[config.mk]
export PLATFORM = sky130hd
export DESIGN_NAME = dma_task_sched
export DESIGN_NICKNAME = d
export VERILOG_FILES = /design/src/rtl/dma_sched_pkg.sv /design/src/rtl/dma_sched_inreg.sv /design/src/rtl/dma_sched_arb.sv /design/src/rtl/dma_sched_fsm.sv /design/src/rtl/dma_task_sched.sv
export SDC_FILE = /design/constraint.sdc
export NUM_CORES = 2
export LEC_CHECK = 0
export ABC_AREA = 1
export BUFFER_PORTS_ARGS = -buffer_cell sky130_fd_sc_hd__buf_4
export CORE_ASPECT_RATIO = 0.6
export CORE_MARGIN = 2
export CORE_UTILIZATION = 45
export DETAILED_ROUTE_END_ITERATION = 6
export GPL_TIMING_DRIVEN = 1
export PLACE_DENSITY_LB_ADDON = 0.15
export SYNTH_ARGS = -nofsm -noshare
export SYNTH_HDL_FRONTEND = slang
export SYNTH_HIERARCHICAL = 1
export SYNTH_SLANG_ARGS = --single-unit
[constraint.sdc]
create_clock -name clk -period 45.7 [get_ports clk]
set_input_delay 2.285 -clock clk [delete_from_list [all_inputs] [get_ports clk]]
set_output_delay 2.285 -clock clk [all_outputs]
set_load 0.01 [all_outputs]
[src/rtl/dma_sched_pkg.sv]
// Shared definitions for the DMA task scheduler.
// Assumes: nothing beyond IEEE 1800-2017 packages.
package dma_sched_pkg;

    // Scheduler sequencing states.
    typedef enum logic [1:0] {
        ST_IDLE = 2'd0,
        ST_RUN  = 2'd1,
        ST_SAVE = 2'd2,
        ST_LOAD = 2'd3
    } sched_state_e;

    // Position of the arbitration mode bit in the control word.
    localparam int MODE_BIT = 15;

endpackage

[src/rtl/dma_sched_inreg.sv]
// Input stage: registers requests, enables, priorities and mapping, and
// holds the mode bit loaded from the control word.
// Assumes: inputs are synchronous to clk; reset is synchronous, active-low.
module dma_sched_inreg #(
    parameter int NT = 16,
    parameter int NI = 16,
    parameter int PW = 3,
    parameter int TW = 4,
    parameter int CW = 16
) (
    input  logic             clk,
    input  logic             rst_n,
    input  logic             ctrl_we,
    input  logic [CW-1:0]    ctrl_wdata,
    input  logic [NT-1:0]    task_en,
    input  logic [NT*PW-1:0] task_prio,
    input  logic [NI-1:0]    init_req,
    input  logic [NI*PW-1:0] init_prio,
    input  logic [NI*TW-1:0] init_task,
    output logic             mode_q,
    output logic [NT-1:0]    task_en_q,
    output logic [NT*PW-1:0] task_prio_q,
    output logic [NI-1:0]    init_req_q,
    output logic [NI*PW-1:0] init_prio_q,
    output logic [NI*TW-1:0] init_task_q
);
    import dma_sched_pkg::*;

    // Only the mode bit is kept; the rest of the word is dropped.
    logic unused_ctrl;
    assign unused_ctrl = ^ctrl_wdata;

    // Mode bit register, initiator mode after reset.
    always_ff @(posedge clk) begin
        if (!rst_n)       mode_q <= 1'b0;
        else if (ctrl_we) mode_q <= ctrl_wdata[MODE_BIT];
    end

    // Request and configuration capture, cleared by reset.
    always_ff @(posedge clk) begin
        if (!rst_n) begin
            task_en_q   <= '0;
            task_prio_q <= '0;
            init_req_q  <= '0;
            init_prio_q <= '0;
            init_task_q <= '0;
        end else begin
            task_en_q   <= task_en;
            task_prio_q <= task_prio;
            init_req_q  <= init_req;
            init_prio_q <= init_prio;
            init_task_q <= init_task;
        end
    end

endmodule

[src/rtl/dma_sched_arb.sv]
// Combinational arbiter: forms a per-task candidate flag and priority,
// picks the winner (ties to the highest task number), and reports the
// current standing of a selected task.
// Assumes: inputs come from registers; NT is a power of two of 2**TW.
module dma_sched_arb #(
    parameter int NT = 16,
    parameter int NI = 16,
    parameter int PW = 3,
    parameter int TW = 4
) (
    input  logic             mode,
    input  logic [NT-1:0]    task_en,
    input  logic [NT*PW-1:0] task_prio,
    input  logic [NI-1:0]    init_req,
    input  logic [NI*PW-1:0] init_prio,
    input  logic [NI*TW-1:0] init_task,
    input  logic [TW-1:0]    sel_task,
    output logic             win_valid,
    output logic [TW-1:0]    win_task,
    output logic [PW-1:0]    win_prio,
    output logic             sel_valid,
    output logic [PW-1:0]    sel_prio
);
    logic [NT-1:0] cand_v;
    logic [PW-1:0] cand_p [NT];

    for (genvar t = 0; t < NT; t++) begin : g_task
        logic          hit;
        logic [PW-1:0] best;

        // Strongest asserted initiator mapped to this task.
        always_comb begin
            hit  = 1'b0;
            best = '0;
            for (int i = 0; i < NI; i++) begin
                if (init_req[i] && (init_task[i*TW +: TW] == TW'(t))) begin
                    hit = 1'b1;
                    if (init_prio[i*PW +: PW] > best) best = init_prio[i*PW +: PW];
                end
            end
        end

        // Candidate flag and the priority that counts in the current mode.
        always_comb begin
            cand_v[t] = hit && task_en[t];
            cand_p[t] = mode ? task_prio[t*PW +: PW] : best;
        end
    end

    // Linear scan upward; >= lets higher task numbers win ties.
    always_comb begin
        win_valid = 1'b0;
        win_task  = '0;
        win_prio  = '0;
        for (int t = 0; t < NT; t++) begin
            if (cand_v[t] && (!win_valid || (cand_p[t] >= win_prio))) begin
                win_valid = 1'b1;
                win_task  = TW'(t);
                win_prio  = cand_p[t];
            end
        end
    end

    // Standing of the selected (running) task.
    always_comb begin
        sel_valid = cand_v[sel_task];
        sel_prio  = cand_p[sel_task];
    end

endmodule

[src/rtl/dma_sched_fsm.sv]
// Sequencer: keeps the running task, decides at boundaries between
// continue, release and preemption, and drives save/restore handshakes.
// Assumes: boundary/loop_done are single-cycle indications from the engine;
// acks may arrive in the same cycle as the matching request pulse or later.
module dma_sched_fsm #(
    parameter int PW = 3,
    parameter int TW = 4
) (
    input  logic          clk,
    input  logic          rst_n,
    input  logic          boundary,
    input  logic          loop_done,
    input  logic          save_ack,
    input  logic          restore_ack,
    input  logic          win_valid,
    input  logic [TW-1:0] win_task,
    input  logic [PW-1:0] win_prio,
    input  logic          sel_valid,
    input  logic [PW-1:0] sel_prio,
    output logic [TW-1:0] cur_task,
    output logic [TW-1:0] next_task,
    output logic          save_req,
    output logic          restore_req,
    output logic          running
);
    import dma_sched_pkg::*;

    sched_state_e state;

    // State sequencing with one-cycle request pulses.
    always_ff @(posedge clk) begin
        if (!rst_n) begin
            state       <= ST_IDLE;
            cur_task    <= '0;
            next_task   <= '0;
            save_req    <= 1'b0;
            restore_req <= 1'b0;
        end else begin
            save_req    <= 1'b0;
            restore_req <= 1'b0;
            case (state)
                ST_IDLE: begin
                    if (win_valid) begin
                        next_task   <= win_task;
                        restore_req <= 1'b1;
                        state       <= ST_LOAD;
                    end
                end
                ST_RUN: begin
                    if (boundary) begin
                        if (loop_done || !sel_valid) begin
                            if (win_valid) begin
                                next_task   <= win_task;
                                restore_req <= 1'b1;
                                state       <= ST_LOAD;
                            end else begin
                                state <= ST_IDLE;
                            end
                        end else if (win_valid && (win_prio > sel_prio)) begin
                            next_task <= win_task;
                            save_req  <= 1'b1;
                            state     <= ST_SAVE;
                        end
                    end
                end
                ST_SAVE: begin
                    if (save_ack) begin
                        restore_req <= 1'b1;
                        state       <= ST_LOAD;
                    end
                end
                ST_LOAD: begin
                    if (restore_ack) begin
                        cur_task <= next_task;
                        state    <= ST_RUN;
                    end
                end
                default: state <= ST_IDLE;
            endcase
        end
    end

    // Running flag decoded from state.
    always_comb running = (state == ST_RUN);

endmodule

[src/rtl/dma_task_sched.sv]
// Top of the DMA task scheduler: input stage, arbiter and sequencer.
// Assumes: synchronous active-low reset; all inputs in the clk domain.
module dma_task_sched #(
    parameter int NT = 16,
    parameter int NI = 16,
    parameter int PW = 3,
    parameter int CW = 16,
    localparam int TW = $clog2(NT)
) (
    input  logic             clk,
    input  logic             rst_n,
    input  logic             ctrl_we,
    input  logic [CW-1:0]    ctrl_wdata,
    input  logic [NT-1:0]    task_en,
    input  logic [NT*PW-1:0] task_prio,
    input  logic [NI-1:0]    init_req,
    input  logic [NI*PW-1:0] init_prio,
    input  logic [NI*TW-1:0] init_task,
    input  logic             boundary,
    input  logic             loop_done,
    input  logic             save_ack,
    input  logic             restore_ack,
    output logic             save_req,
    output logic [TW-1:0]    save_task,
    output logic             restore_req,
    output logic [TW-1:0]    restore_task,
    output logic             task_running,
    output logic             active_valid,
    output logic [TW-1:0]    active_task
);
    logic             mode_q;
    logic [NT-1:0]    task_en_q;
    logic [NT*PW-1:0] task_prio_q;
    logic [NI-1:0]    init_req_q;
    logic [NI*PW-1:0] init_prio_q;
    logic [NI*TW-1:0] init_task_q;
    logic             win_valid, sel_valid, running;
    logic [TW-1:0]    win_task, cur_task, next_task;
    logic [PW-1:0]    win_prio, sel_prio;

    dma_sched_inreg #(.NT(NT), .NI(NI), .PW(PW), .TW(TW), .CW(CW)) u_inreg (
        .clk(clk), .rst_n(rst_n), .ctrl_we(ctrl_we), .ctrl_wdata(ctrl_wdata),
        .task_en(task_en), .task_prio(task_prio), .init_req(init_req),
        .init_prio(init_prio), .init_task(init_task),
        .mode_q(mode_q), .task_en_q(task_en_q), .task_prio_q(task_prio_q),
        .init_req_q(init_req_q), .init_prio_q(init_prio_q), .init_task_q(init_task_q)
    );

    dma_sched_arb #(.NT(NT), .NI(NI), .PW(PW), .TW(TW)) u_arb (
        .mode(mode_q), .task_en(task_en_q), .task_prio(task_prio_q),
        .init_req(init_req_q), .init_prio(init_prio_q), .init_task(init_task_q),
        .sel_task(cur_task), .win_valid(win_valid), .win_task(win_task),
        .win_prio(win_prio), .sel_valid(sel_valid), .sel_prio(sel_prio)
    );

    dma_sched_fsm #(.PW(PW), .TW(TW)) u_fsm (
        .clk(clk), .rst_n(rst_n), .boundary(boundary), .loop_done(loop_done),
        .save_ack(save_ack), .restore_ack(restore_ack),
        .win_valid(win_valid), .win_task(win_task), .win_prio(win_prio),
        .sel_valid(sel_valid), .sel_prio(sel_prio),
        .cur_task(cur_task), .next_task(next_task),
        .save_req(save_req), .restore_req(restore_req), .running(running)
    );

    // Output mapping; the active number reads 0 when nothing runs.
    always_comb begin
        save_task    = cur_task;
        restore_task = next_task;
        task_running = running;
        active_valid = running;
        active_task  = running ? cur_task : '0;
    end

endmodule

==> flow_metrics.py <==
metrics = {
    "drt": {
        "wire_per_inst_um": 19.15,
        "routed_wl_um": 150300,
        "antenna_left": 0,
        "drt-vias-per-instance": 5.542,
        "vias": 43479,
        "route.detailed.drc": 3,
        "firstDrtPassIters": 7,
        "first_iter_violations": 5025,
    },
    "floorplan": {
        "start_util_pct": 45.54,
        "num_rows": 83,
        "die_w_um": 384.1,
        "coreArea_um2": 85680,
        "fp.dieArea_um2": 89150,
        "io_pins": 231,
        "dieHeight_um": 232.1,
    },
    "logic_synthesis": {
        "yosysSeqAreaShare_pct": 10.52,
        "avgSynthCellArea_um2": 6.032,
        "synthTopCellsByArea": "ha_1, nand2_1, dfxtp_1, inv_1, nand3_1",
        "synth_cell_type_count": 65,
        "async_reset_ff_share_pct": 0,
        "yosys_warnings": 6,
        "synthMostInstantiatedCell": "nand2_1",
        "syn_area_um2": 39010,
        "syn_nets": 7451,
        "synthFlopType": "dfxtp_1",
        "synth.top_cell.area_share_pct": 24.63,
        "synthTopCellsByCount": "nand2_1, inv_1, ha_1",
        "yosysTopAreaCell": "ha_1",
        "ys_seq_elements": 205,
        "synth_edf_count": 0,
        "postSynthCellCount": 6468,
    },
    "sta": {
        "setup_viol": 0,
        "finalSetupTns_ps": 0,
        "hold_violations": 0,
        "layout_min_cycle_time_ps": 38360,
        "fin_crit_sh_pct": 83.94,
        "relSlewSlack_pct": 12.61,
        "finalMaxSlewViolations": 0,
        "skew_ps": 24.44,
        "rsz0062_at_grt": "false",
        "max_freq_ghz": 0.02607,
        "worst_pin_slew_ps": 1299,
    },
    "layout": {
        "area_growth_pct": 9.105,
        "regArea_um2": 4104,
        "finalNonFillerCells": 7846,
        "final_util_pct": 49.68,
        "drive_gt1_share_pct": 9.361,
        "fill_cells": 9075,
        "num-nets-final": 7665,
        "multi_input_area_um2": 30030,
    },
    "critical_path": {
        "worst_path_most_repeated_cell": "nand2_1",
        "crit_fanout": 11,
        "crit_required_ps": 46200,
        "worst_path_largest_cell_delay_ps": 470,
        "r2r_start": "u_inreg/init_task_q[0]$_SDFF_PN0_",
        "cp-startpoint": "u_inreg/init_task_q[0]$_SDFF_PN0_",
        "criticalPathCategory": "reg2reg",
        "cp_slowest_cell": "a21oi_1",
        "worst_setup_path_start_kind": "register",
        "cp-end-kind": "register",
        "cp.arrival_ps": 38860,
    },
    "power": {
        "p_per_area_nw_per_um2": 18.30,
        "ir_drop_mv": 0.02868,
        "power.share.combinational_pct": 47.8,
        "power_leakage_nw": 23.36,
        "p_int_w": 0.0004352,
        "p_sw_share_pct": 44.14,
        "p_sw_w": 0.0003439,
        "p_seq_share_pct": 26.1,
        "clkPwrFrac_pct": 26.1,
    },
    "clock_tree": {
        "tritoncts": "built",
        "clk_latency_ps": 620,
        "clk_pin_slew_ps": 60,
        "cts_buffer_depth": 3,
        "cts_made_buffers": 24,
        "post_cts_resized": 0,
        "post_cts_buffers": 0,
        "root_buffer": "clkbuf_16",
        "htree_levels": 1,
        "holdBufCountCts": 0,
        "cts.sinks": 205,
    },
    "global_route": {
        "grt_max_degree": 107,
        "grt_usage_pct": 32.85,
        "grt_overflow": 0,
        "grt_pass1_vias": 38645,
        "grt_pass1_wl_um": 224700,
        "antenna_found_initial": 6,
    },
    "run_status": {
        "status": "finished with violations",
        "violations": "DRC",
    },
    "place": {
        "routabilityCongestion": 1.034,
        "hpwl_um": 126400,
        "io_buffers": 215,
        "place_inst": 7803,
    },
    "min_path": {
        "hold_class": "reg2reg",
        "hp-start": "u_fsm/next_task[1]$_SDFFE_PN0P_",
    },
    "flow_run": {
        "maxCapViolations": 0,
    },
}
## critical path: cells and delay by family (launching register included)
kind | cells | cell delay [ps]
buffers and inverters | 44 | 4520
adder cells (fa/ha/maj) | 31 | 8330
flip-flops | 1 | 370
AND/OR/NAND/NOR | 129 | 14140
AO/OA/AOI/OAI | 69 | 10870
## kinds of logic after synthesis
| group | count (synthesis) | share of synthesized area (%) |
|---|---|---|
| AND/OR/NAND/NOR | 3325 | 35.56 |
| buffers and inverters | 1179 | 12.58 |
| AO/OA/AOI/OAI | 946 | 15.55 |
| adder cells (fa/ha/maj) | 768 | 24.63 |
| flip-flops | 205 | 10.52 |
| multiplexers | 45 | 1.155 |
## state kept, by name, indices dropped and copies added (netlist names), 2 cells and up
register	cells
u_inreg/task_en_q	16
u_fsm/state	2
u_inreg/task_prio_q	48
u_fsm/cur_task	4
u_fsm/next_task	4
u_inreg/init_req_q	16
u_inreg/init_prio_q	48
u_inreg/init_task_q	64
## per-layer routing
| layer | up-vias | GRT usage [%] | wire [µm] | share of wire [%] |
|---|---|---|---|---|
| met5 | - | 0 | 32 | 0.021 |
| met1 | 19634 | 51.68 | 73790 | 49 |
| met2 | 1934 | 41.50 | 51260 | 34 |
| met3 | 127 | 10.82 | 22160 | 15 |
| li1 | 21778 | - | - | - |
| met4 | 6 | 6.324 | 3037 | 2.0 |
## per-stage QoR
step	total power, W	setup slack [ps]	hold WS (ps)	instance area [µm²]
floorplan	0.0004556	14300	489.3	39010
finish	0.0007791	7340	516.1	42570
global placement	0.0005586	8765	496.6	41780
global route	0.0008381	3396	563.9	42560
detailed placement	0.0005668	8482	503.7	41780
CTS	0.0007744	8330	519.7	42560
## area by class of cell
cell class,instances,share of cell area [%]
multi-input cells,5084,70.54
diodes,1,0.005879
clock inverters,12,0.3175
clock buffers,30,1.534
well taps,1147,3.372
inverters,1081,9.539
flip-flops and latches,205,9.641
repair buffers,286,5.053
## placed cells by master, fill, tap and decap left out, drive strengths merged, types with 82 or more instances in the layout
cell,instances
nor2,535
a21oi,200
ha,768
nand3,557
inv,1069
a211oi,128
nand2,1982
dfxtp,205
nor3,102
buf,286
o21ai,444
a31oi,82
## worst paths after layout
kind,end,slack [ps],cells past startpoint
max,u_fsm/next_task[0]$_SDFFE_PN0P_,7340,273
min,u_fsm/next_task[1]$_SDFFE_PN0P_,520,2
max reg2reg,u_fsm/next_task[0]$_SDFFE_PN0P_,7340,273
min reg2reg,u_fsm/next_task[1]$_SDFFE_PN0P_,520,2
## power groups by stage
stage	Clock (W)	Combinational, W	Sequential, W
floorplan	0	0.000246	0.000210
global placement	0	0.000352	0.000207
detailed placement	0	0.000360	0.000207
CTS	0.000210	0.000361	0.000203
global route	0.000215	0.000418	0.000205
finish	0.000203	0.000372	0.000204
No activity file was read; power rests on OpenSTA's default activity.
